$ cat src/rtl/afl_pkg.sv
package afl_pkg;

  // Strobes from the control path to the datapath, valid for one system cycle
  typedef struct packed {
    logic frameEdge;  // cycle right after an lrck change
    logic newLeft;    // slot now starting is the left one
    logic endedLeft;  // slot that just finished was the left one
    logic txAdvance;  // put the next word bit on sdOut
    logic txPad;      // put a pad zero on sdOut
    logic rxCapture;  // shift sdIn into the receive register
  } afl_strobe_t;

endpackage

$ cat src/rtl/afl_clkgen.sv
module afl_clkgen #(
  parameter int CNT_W    = 10,
  parameter int MCLK_TAP = 1,
  parameter int BCLK_TAP = 3,
  parameter int LRCK_TAP = 9
) (
  input  logic clk,
  input  logic rstN,
  output logic mclk,
  output logic bclk,
  output logic lrck,
  output logic sampleEn,  // next edge raises bclk
  output logic driveEn    // bclk fell on the previous edge
);

  localparam int PH_W = BCLK_TAP + 1;
  localparam logic [PH_W-1:0] PH_LAST_LOW = {1'b0, {BCLK_TAP{1'b1}}};

  logic [CNT_W-1:0] divCnt;

  always_ff @(posedge clk or negedge rstN) begin
    if (!rstN) divCnt <= '0;
    else       divCnt <= divCnt + 1'b1;
  end

  assign mclk = divCnt[MCLK_TAP];
  assign bclk = divCnt[BCLK_TAP];
  assign lrck = divCnt[LRCK_TAP];

  assign sampleEn = rstN && (divCnt[BCLK_TAP:0] == PH_LAST_LOW);
  assign driveEn  = rstN && (divCnt[BCLK_TAP:0] == '0);

endmodule

$ cat src/rtl/afl_ctrl.sv
module afl_ctrl
  import afl_pkg::*;
#(
  parameter int RX_BITS = 8,
  parameter int TX_BITS = 16
) (
  input  logic        clk,
  input  logic        rstN,
  input  logic        lrck,
  input  logic        sampleEn,
  input  logic        driveEn,
  output afl_strobe_t strobe
);

  localparam int RXI_W = $clog2(RX_BITS + 1);
  localparam int TXI_W = $clog2(TX_BITS + 1);
  localparam logic [RXI_W-1:0] RX_END = RXI_W'(RX_BITS);
  localparam logic [TXI_W-1:0] TX_END = TXI_W'(TX_BITS);

  logic             lrckD;
  logic [RXI_W-1:0] rxIdx;
  logic [TXI_W-1:0] txIdx;
  logic             edgeNow;

  assign edgeNow = lrck ^ lrckD;

  always_ff @(posedge clk or negedge rstN) begin
    if (!rstN) lrckD <= 1'b0;
    else       lrckD <= lrck;
  end

  // Slot positions restart at every frame edge
  always_ff @(posedge clk or negedge rstN) begin
    if (!rstN) begin
      rxIdx <= '0;
      txIdx <= '0;
    end else if (edgeNow) begin
      rxIdx <= '0;
      txIdx <= TXI_W'(1);
    end else begin
      if (sampleEn && (rxIdx < RX_END)) rxIdx <= rxIdx + 1'b1;
      if (driveEn && (txIdx < TX_END))  txIdx <= txIdx + 1'b1;
    end
  end

  always_comb begin
    strobe.frameEdge = edgeNow;
    strobe.newLeft   = lrck;
    strobe.endedLeft = lrckD;
    strobe.txAdvance = driveEn && !edgeNow && (txIdx < TX_END);
    strobe.txPad     = driveEn && !edgeNow && (txIdx >= TX_END);
    strobe.rxCapture = sampleEn && !edgeNow && (rxIdx < RX_END);
  end

endmodule

$ cat src/rtl/afl_datapath.sv
module afl_datapath
  import afl_pkg::*;
#(
  parameter int RX_BITS = 8,
  parameter int TX_BITS = 16
) (
  input  logic               clk,
  input  logic               rstN,
  input  afl_strobe_t        strobe,
  input  logic               sdIn,
  input  logic [TX_BITS-1:0] txLeft,
  input  logic [TX_BITS-1:0] txRight,
  output logic               sdOut,
  output logic [RX_BITS-1:0] rxLeft,
  output logic [RX_BITS-1:0] rxRight,
  output logic               rxValid,
  output logic               rxChan
);

  localparam int NUM_CH = 2;  // index 1 = left, 0 = right

  logic [RX_BITS-1:0] rxShift;
  logic [RX_BITS-1:0] rxHold [NUM_CH];
  logic [TX_BITS-1:0] txShift;
  logic [TX_BITS-1:0] txWord;

  // Receive shift register
  always_ff @(posedge clk or negedge rstN) begin
    if (!rstN)                 rxShift <= '0;
    else if (strobe.frameEdge) rxShift <= '0;
    else if (strobe.rxCapture) rxShift <= {rxShift[RX_BITS-2:0], sdIn};
  end

  // Per-channel output holding registers
  for (genvar ch = 0; ch < NUM_CH; ch++) begin : g_rxHold
    always_ff @(posedge clk or negedge rstN) begin
      if (!rstN) rxHold[ch] <= '0;
      else if (strobe.frameEdge && (strobe.endedLeft == (ch == 1)))
        rxHold[ch] <= rxShift;
    end
  end

  always_ff @(posedge clk or negedge rstN) begin
    if (!rstN) begin
      rxValid <= 1'b0;
      rxChan  <= 1'b0;
    end else begin
      rxValid <= strobe.frameEdge;
      if (strobe.frameEdge) rxChan <= strobe.endedLeft;
    end
  end

  assign rxLeft  = rxHold[1];
  assign rxRight = rxHold[0];

  // Transmit: word captured at slot start, MSB leaves first
  assign txWord = strobe.newLeft ? txLeft : txRight;

  always_ff @(posedge clk or negedge rstN) begin
    if (!rstN) begin
      txShift <= '0;
      sdOut   <= 1'b0;
    end else if (strobe.frameEdge) begin
      sdOut   <= txWord[TX_BITS-1];
      txShift <= {txWord[TX_BITS-2:0], 1'b0};
    end else if (strobe.txAdvance) begin
      sdOut   <= txShift[TX_BITS-1];
      txShift <= {txShift[TX_BITS-2:0], 1'b0};
    end else if (strobe.txPad) begin
      sdOut   <= 1'b0;
    end
  end

endmodule

$ cat src/rtl/audio_frame_link.sv
module audio_frame_link
  import afl_pkg::*;
#(
  parameter int CNT_W    = 10,
  parameter int MCLK_TAP = 1,
  parameter int BCLK_TAP = 3,
  parameter int LRCK_TAP = 9,
  parameter int RX_BITS  = 8,
  parameter int TX_BITS  = 16
) (
  input  logic               clk,
  input  logic               rstN,
  input  logic               sdIn,
  input  logic [TX_BITS-1:0] txLeft,
  input  logic [TX_BITS-1:0] txRight,
  output logic               mclk,
  output logic               bclk,
  output logic               lrck,
  output logic               sdOut,
  output logic [RX_BITS-1:0] rxLeft,
  output logic [RX_BITS-1:0] rxRight,
  output logic               rxValid,
  output logic               rxChan,
  output logic               txLoad
);

  afl_strobe_t strobe;
  logic        sampleEn;
  logic        driveEn;

  afl_clkgen #(
    .CNT_W(CNT_W), .MCLK_TAP(MCLK_TAP), .BCLK_TAP(BCLK_TAP), .LRCK_TAP(LRCK_TAP)
  ) i_clkgen (
    .clk(clk), .rstN(rstN), .mclk(mclk), .bclk(bclk), .lrck(lrck),
    .sampleEn(sampleEn), .driveEn(driveEn)
  );

  afl_ctrl #(.RX_BITS(RX_BITS), .TX_BITS(TX_BITS)) i_ctrl (
    .clk(clk), .rstN(rstN), .lrck(lrck), .sampleEn(sampleEn),
    .driveEn(driveEn), .strobe(strobe)
  );

  afl_datapath #(.RX_BITS(RX_BITS), .TX_BITS(TX_BITS)) i_datapath (
    .clk(clk), .rstN(rstN), .strobe(strobe), .sdIn(sdIn),
    .txLeft(txLeft), .txRight(txRight), .sdOut(sdOut),
    .rxLeft(rxLeft), .rxRight(rxRight), .rxValid(rxValid), .rxChan(rxChan)
  );

  assign txLoad = strobe.frameEdge;

endmodule

$ cat config.mk
export PLATFORM = sky130hd
export DESIGN_NAME = audio_frame_link
export DESIGN_NICKNAME = d
export VERILOG_FILES = /design/src/rtl/afl_pkg.sv /design/src/rtl/afl_clkgen.sv /design/src/rtl/afl_ctrl.sv /design/src/rtl/afl_datapath.sv /design/src/rtl/audio_frame_link.sv
export SDC_FILE = /design/constraint.sdc
export NUM_CORES = 1
export LEC_CHECK = 0
export BUFFER_PORTS_ARGS = -buffer_cell sky130_fd_sc_hd__buf_2
export CAP_MARGIN = 30
export CORE_ASPECT_RATIO = 0.8
export CORE_MARGIN = 3
export CORE_UTILIZATION = 30
export CTS_BUF_LIST = sky130_fd_sc_hd__clkbuf_4 sky130_fd_sc_hd__clkbuf_8 sky130_fd_sc_hd__clkbuf_16
export DETAILED_ROUTE_END_ITERATION = 16
export PLACE_DENSITY = 0.54
export SYNTH_ARGS = -nofsm -noshare
export SYNTH_HDL_FRONTEND = slang
export SYNTH_HIERARCHICAL = 1
export SYNTH_SLANG_ARGS = --single-unit
$ cat constraint.sdc
create_clock -name clk -period 3.1 [get_ports clk]
set_input_delay 0.93 -clock clk [delete_from_list [all_inputs] [get_ports clk]]
set_output_delay 0.93 -clock clk [all_outputs]
set_load 0.1 [all_outputs]
* Word-level counts from Yosys, hierarchy flattened
Cells that the tools add are included.
** Word-level totals
- Register bits :: 63
- Input port bits :: 35
- Output and inout port bits :: 23
- Logic and storage cells :: 50
** Operators by class
- Add/subtract/negate cells :: 3
- Order comparisons :: 3
- Eq/ne operators :: 1
- Multiplexer cells :: 12
- Bitwise gates (word level) :: 2
- Reductions and logical operators :: 18
** Operator list (count)
- 2-to-1 mux 16 bit :: 3
- 2-to-1 mux 8 bit :: 2
- logical AND 1 bit :: 11
- adder 10 x 1 -> 10 bit, second input constant :: 1
- 2-to-1 mux 5 bit :: 2
- 2-to-1 mux 4 bit :: 2
- nonzero test 2 bit :: 4
- adder 5 x 1 -> 5 bit, second input constant :: 1
- greater-or-equal comparator 5 bit, second input constant :: 1
- less-than comparator 5 bit, second input constant :: 1
- adder 4 x 1 -> 4 bit, second input constant :: 1
- equality test 4 x 3 -> 1 bit, second input constant :: 1
- logical NOT 4 bit :: 1
- less-than comparator 4 bit, second input constant :: 1
- 2-to-1 mux 1 bit :: 3
- nonzero test 3 bit :: 1
- logical NOT 1 bit :: 1
- inverter 1 bit :: 1
- XOR 1 bit :: 1

* Depth between registers and ports, before layout
Gate-level depths: netlist of run 1.
- Word-level depth :: 7
- Depth in mapped cells :: 9
- Depth with buffers taken out :: 7

* Hierarchy
The synthesis of run 1 kept the hierarchy.
** Modules (own cells, without submodules)
- afl_datapath :: times used 1, cells each 136, area each 1953.1 um2, seq. area each 1051.0 um2
- afl_ctrl :: times used 1, cells each 46, area each 488.0 um2, seq. area each 250.2 um2
- afl_clkgen :: times used 1, cells each 34, area each 426.7 um2, seq. area each 250.2 um2

* Worst setup path before layout of run 1
OpenSTA, ideal clock, no wires.
- Kind :: flip-flop to output port
- From :: reg i_clkgen.divCnt[9]
- To :: out txLoad
- Arrival :: 1749 ps
- Data required time :: 2170 ps
- Setup slack :: 421 ps
- Stages on the path, launching flop included :: 5
- Buffers on the path :: 2
- Cells stage by stage :: dfrtp_1 > xnor2_1 > inv_1 > buf_2 > buf_4
** On the way
- Longest elaborated chain between the ends :: 1
** Ends and longest elaborated chain
- from (decl) :: line afl_clkgen.sv:19 : logic [CNT_W-1:0] divCnt;
- from (signal assigned) :: line afl_clkgen.sv:23 : else divCnt <= divCnt + 1'b1;
- XOR 1 bit :: line afl_ctrl.sv:25 : assign edgeNow = lrck ^ lrckD;
- to (decl) :: line audio_frame_link.sv:24 : output logic txLoad
Every way passes these cells.

* Worst setup path in the final report of run 1
Same ends and word-level chain as after synthesis.

==> metrics.yaml, run 1 <==
avgViaCountPerCell: 4.45
dp_hpwl_mm: 3.85
fp.coreArea_um2: 9190
synth.distinct_cells: 29
total_power_mw: 1.94
io_buffer_count: 57
syn_area_um2: 2870
hold_end: "i_clkgen/divCnt[8]$_DFF_PN0_"
drcViolationCount: 0
route.vias.total: 1773
p_leak_nw: 1.72
layout_common_cells: "62 x dfrtp_1, 56 x buf_2, 55 x mux2i_1"
die_h_um: 93.5
drive_gt1_share_pct: 35.7
cts_setup_buffers: 0
start_kind: "flop"
rrSetupSlack_ns: 0.99
grt_first_pass_wirelength_mm: 9.27
yosysTopAreaCell: "dfrtp_1"
io-pin-count: 58
rr_startpoint: "i_clkgen/divCnt[9]$_DFF_PN0_"
ys_seq_area_share_pct: 54.1
dr.pass1.iters: 4
reg2reg_depth: 7
grt_max_degree: 33
status: "completed"
track_usage_pct: 11.2
synthTopCellsByArea: "dfrtp_1 54%, mux2i_1 19%, mux2_4 4.2%"
grtUsageMet3_pct: 4.01
worstPathRequired_ns: 2.17
wl_per_cell_um: 13.7
slew_headroom_pct: 57.2
busiest_layer: "met2"
reg2reg_to: "i_datapath/sdOut$_DFFE_PN0P_"
peakVddDrop_uv: 245
path_class: "flop to output port"
wl_mm: 5.46
slew_viol_final: 0
routabilityCongestion: 0.742
clock_path_buffers: 2
layout_min_cycle_time_ns: 2.32
synthCells: 216
first_iter_violations: 96
layout.nets: 317
start_util_pct: 31.2
holdWs_ns: 0.474
grt_antenna_before_repair: 0
rsz0062_at_grt: "no"
timing.fmax_ghz: 0.431
p_per_area_nw_per_um2: 543
worstMarginPinSlew_ns: 0.642
cts_resized: 0
fin_area_um2: 3570
ant_nets: 0
clock_skew_ns: 0.00984
cts_hold_buf: 0
min_path_cells: 1
maxCapViolations: 0
min-delay-start: "i_clkgen/divCnt[8]$_DFF_PN0_"
cts.sinks: 62
syn_area_per_cell_um2: 13.3
syn2layout_area_growth_pct: 24.4
ctsHtreeMaxLevel: 3
grt-ovfl-total: 0
endpoint_kind: "output port"
use_met2_pct: 16.0
grt_pass1_vias: 1838
antennaDiodeCount: 0
dieWidth_um: 115
synth_top_area_share_pct: 54.1
hold_path_class: "flop to flop"
clkSlewWorstSetupHoldPaths_ns: 0.05
die_area_um2: 10800
use_met1_pct: 15.4
setup_viol_count_final: 0
insertion_delay_ns: 0.33
tns_ns: 0
placed_area_um2: 3260
synth_seq_cells: 62
arrival_ns: 1.39
synth_nets: 255
finalCritPeriodShare_pct: 74.9
cts_tree: "done"
cts_root_buffer: "clkbuf_16"
hold_viol: 0
yosysWarnings: 6
final_common_cell: "dfrtp_1"
critPathMaxFanout: 4
cts_buffers: 9
rows: 31
registers in the layout (all words and copies together) (netlist names), 4 cells and up:
signal / count
i_datapath/txShift: 15
i_ctrl/rxIdx: 4
i_ctrl/txIdx: 5
i_datapath/rxShift: 8
i_datapath/rxLeft: 8
i_datapath/rxRight: 8
i_clkgen/divCnt: 10
final cells by class:
class | count | area [um^2]
Clock inverter | 7 | 80.1
Sequential cell | 62 | 1550
Multi-Input combinational cell | 137 | 1200
Clock buffer | 9 | 225
Timing Repair Buffer | 64 | 353
Tap cell | 115 | 144
Fill cell | 879 | 5630
Inverter | 4 | 15.0
cell usage after synthesis, drive strengths merged:
cell and instances:
a21oi 2, a22oi 1, a41oi 2, and3 2, and4 1, and4bb 1, buf 13, dfrtp 62
ha 4, inv 4, mux2 16, mux2i 55, nand2 5, nand2b 4, nand3 3, nand3b 3
nand4 2, nor2 18, nor3b 1, o21ai 2, or3 1, or3b 1, xnor2 6, xor2 7
where the power goes:
group | switching [mW] | internal (mW)
clock network | 0.378 | 0.629
logic | 0.0408 | 0.0385
registers | 0.0201 | 0.830
worst max path at each step:
stage | end | from | cells past startpoint | slack, ns
4_1_cts | txLoad | i_clkgen/divCnt[9]$_DFF_PN0_ | 3 | 0.76
3_3_place_gp | i_datapath/sdOut$_DFFE_PN0P_ | rstN | 7 | 0.72
3_5_place_dp | i_datapath/sdOut$_DFFE_PN0P_ | rstN | 7 | 0.68
2_1_floorplan | txLoad | i_clkgen/divCnt[9]$_DFF_PN0_ | 4 | 0.42
5_1_grt | txLoad | i_clkgen/divCnt[9]$_DFF_PN0_ | 3 | 0.65
6_report | txLoad | i_clkgen/divCnt[9]$_DFF_PN0_ | 3 | 0.78
worst max-delay path: stages (launching register included):
cell and delay [ns]:
dfrtp_1 0.44, xnor2_1 0.27, inv_1 0.17, buf_12 0.20
routing by layer:
| metal | vias up | part of all wire (%) |
|---|---|---|
| li1 | 871 | - |
| met1 | 861 | 49 |
| met2 | 32 | 45 |
| met3 | 9 | 4.3 |
| met4 | 0 | 1.2 |
| met5 | - | 0 |
through the flow:
step	utilization [%]	setup WS [ns]	instances
CTS	38.8	0.756	398
floorplan	-	0.421	216
global route	38.8	0.653	398
finish	38.8	0.778	398
detailed placement	35.5	0.680	382
global placement	35.5	0.721	382
logic make-up after synthesis:
family	count (synthesis)	share of synthesized area, %
xor gates and xnor gates	13	3.97
AOI/OAI and AO/OA	7	1.75
muxes	71	26.5
adders and majority gates	4	1.75
DFF	62	54.1
and+or+nand+nor	42	7.72
buffers and inverters	17	4.19
Power figures use the tool's default switching activity.
==> run 2, diff against run 1 <==
--- a/config.mk
+++ b/config.mk
@@ -12,7 +12,7 @@
 export CORE_UTILIZATION = 30
 export CTS_BUF_LIST = sky130_fd_sc_hd__clkbuf_4 sky130_fd_sc_hd__clkbuf_8 sky130_fd_sc_hd__clkbuf_16
 export DETAILED_ROUTE_END_ITERATION = 16
-export PLACE_DENSITY = 0.54
+export PLACE_DENSITY = 0.56
 export SYNTH_ARGS = -nofsm -noshare
 export SYNTH_HDL_FRONTEND = slang
 export SYNTH_HIERARCHICAL = 1
==> constraint.sdc (replaced) <==
create_clock -name clk -period 1.9 [get_ports clk]
set_input_delay 0.57 -clock clk [delete_from_list [all_inputs] [get_ports clk]]
set_output_delay 0.57 -clock clk [all_outputs]
set_load 0.1 [all_outputs]
==> metrics.yaml, run 2 (synthesis results as in run 1) <==
dieWidth_um: 115  # unchanged
p_leak_nw: 1.81  # was 1.72 nW
tns_ns: 0  # unchanged
clkSlewWorstSetupHoldPaths_ns: 0.05  # about the same
dr.pass1.iters: 4  # unchanged
start_kind: "flop"  # unchanged
final_common_cell: "dfrtp_1"  # unchanged
drcViolationCount: 0  # unchanged
cts_buffers: 9  # unchanged
grt_max_degree: 49  # was 33
fp.coreArea_um2: 9190  # unchanged
total_power_mw: 3.36  # was 1.94 mW
layout_common_cells: "59 x dfrtp_1, 55 x buf_2, 54 x mux2i_1"  # was 62 x dfrtp_1, 56 x buf_2, 55 x mux2i_1
wl_met2_mm: 2.40  # was 2.47 mm
cts_tree: "done"  # unchanged
start_util_pct: 31.2  # unchanged
dr.max_layer_used: "met4"  # unchanged
ant_nets: 0  # unchanged
p_per_area_nw_per_um2: 884  # was 543 nW/um^2
cts_root_buffer: "clkbuf_16"  # unchanged
clock_skew_ns: 0.00493  # was 0.00984 ns
wl_met3_um: 346  # was 236 um
hold_path_class: "primary input to asynchronous set/reset pin"  # was flop to flop
peakVddDrop_uv: 369  # was 245 uV
dp_hpwl_mm: 4.06  # was 3.85 mm
clock_path_buffers: 2  # unchanged
path_class: "flop to output port"  # unchanged
route.vias.total: 1834  # was 1,773
grt_first_pass_wirelength_mm: 9.58  # was 9.27 mm
slew_viol_final: 0  # unchanged
worstMarginPinSlew_ns: 0.614  # was 0.642 ns
wl_per_cell_um: 13.9  # was 13.7 um
cts.sinks: 62  # unchanged
cp_slowest_stage_delay_ns: 0.48  # was 0.44 ns
critPathMaxFanout: 4  # unchanged
layout.nets: 330  # was 317
layout_min_cycle_time_ns: 1.89
routabilityCongestion: 0.727  # was 0.742
ctsHtreeMaxLevel: 3  # unchanged
die_area_um2: 10800  # unchanged
io_buffer_count: 57  # unchanged
rows: 31  # unchanged
status: "completed"  # unchanged
finalCritPeriodShare_pct: 99.4
syn2layout_area_growth_pct: 32.7  # was 24.4%
arrival_ns: 1.32  # was 1.39 ns
met1Wirelength_mm: 2.92  # was 2.69 mm
avgViaCountPerCell: 4.46  # was 4.45
setup_viol_count_final: 0  # unchanged
grt_pass1_vias: 1987  # was 1,838
slew_headroom_pct: 59.0  # was 57.2%
insertion_delay_ns: 0.32  # was 0.33 ns
drive_gt1_share_pct: 42.6  # was 35.7%
antennaDiodeCount: 0  # unchanged
path_cells: "xnor2_2 -> inv_2 -> buf_12"  # was xnor2_1 -> inv_1 -> buf_12
first_iter_violations: 48  # was 96
rsz0062_at_grt: "yes"  # was no
grt_antenna_before_repair: 0  # unchanged
maxCapViolations: 0  # unchanged
worstPathRequired_ns: 1.33  # was 2.17 ns
reg_top3: "i_datapath/txShift: 15 flops, i_clkgen/divCnt: 10 flops"  # unchanged
regMostFlops: "i_datapath/txShift"  # unchanged
largest_reg_flops: 15  # unchanged
track_usage_pct: 11.5  # was 11.2%
die_h_um: 93.5  # unchanged
timing.fmax_ghz: 0.530
endpoint_kind: "output port"  # unchanged
wl_mm: 5.73  # was 5.46 mm
io-pin-count: 58  # unchanged
slowest_stage: "dfrtp_4"  # was dfrtp_1
grt-ovfl-total: 0  # unchanged
hold_viol: 0  # unchanged
## run 2: cell type report
cell class              count  area, um^2
repair buffers             77         498
flip-flops and latches     62        1560
clock buffers               9         225
clock inverters             7         113
well taps                 115         144
multi-input cells         137        1250
fillers                   850        5390
inverters                   4        15.0
## run 2: layer usage
metal  vias up  track usage [%]
met5         -                0
met4         0             3.52
met3         7             4.20
met2        49             16.4
met1       881             16.1
li1        897                -
## run 2: critical path, delay by kind of cell, from the launching register on
family    cells  cell delay, ns
flops         1            0.48
buf+inv       2            0.29
xor+xnor      1            0.23
## run 2: final timing paths
kind	startpoint	end	slack, ns	depth (start not counted)
hold reg to reg	i_clkgen/divCnt[6]$_DFF_PN0_	i_clkgen/divCnt[6]$_DFF_PN0_	0.48	1
hold / removal	rstN	i_clkgen/divCnt[6]$_DFF_PN0_	0.35	3
min in group clk	i_clkgen/divCnt[6]$_DFF_PN0_	i_clkgen/divCnt[6]$_DFF_PN0_	0.48	1
setup / recovery	i_clkgen/divCnt[9]$_DFF_PN0_	txLoad	0.01	3
max in group asynchronous	rstN	i_clkgen/divCnt[9]$_DFF_PN0_	1.02	2
setup reg to reg	i_clkgen/divCnt[0]$_DFF_PN0_	i_datapath/txShift[12]$_DFFE_PN0P_	0.10	9
## run 2: report_power, final
group	switching (mW)	internal (mW)	total (mW)
sequential	0.0300	1.35	1.38
clock	0.573	1.27	1.85
combinational	0.0696	0.0645	0.134
## run 2: timing repair
item                                    4_1_cts  5_1_grt
pin swaps                                     0        2
hold buffers                                  0        0
endpoints found under the setup margin        1       16
resized for setup                             1        7
hold endpoints to repair                      0        0
buffers inserted                              0        2
## run 2: per-stage QoR
step | setup slack (ns) | cells | hold slack, ns | cell area [um^2] | util, %
after floorplan | -0.0679 | 216 | 0.274 | 2940 | -
final | 0.0118 | 411 | 0.345 | 3810 | 41.4
after detailed placement | 0.00872 | 393 | 0.468 | 3420 | 37.2
after global routing | -0.0394 | 411 | 0.356 | 3810 | 41.4
after global placement | 0.0646 | 393 | 0.453 | 3420 | 37.2
after CTS | -0.00826 | 409 | 0.334 | 3760 | 40.9
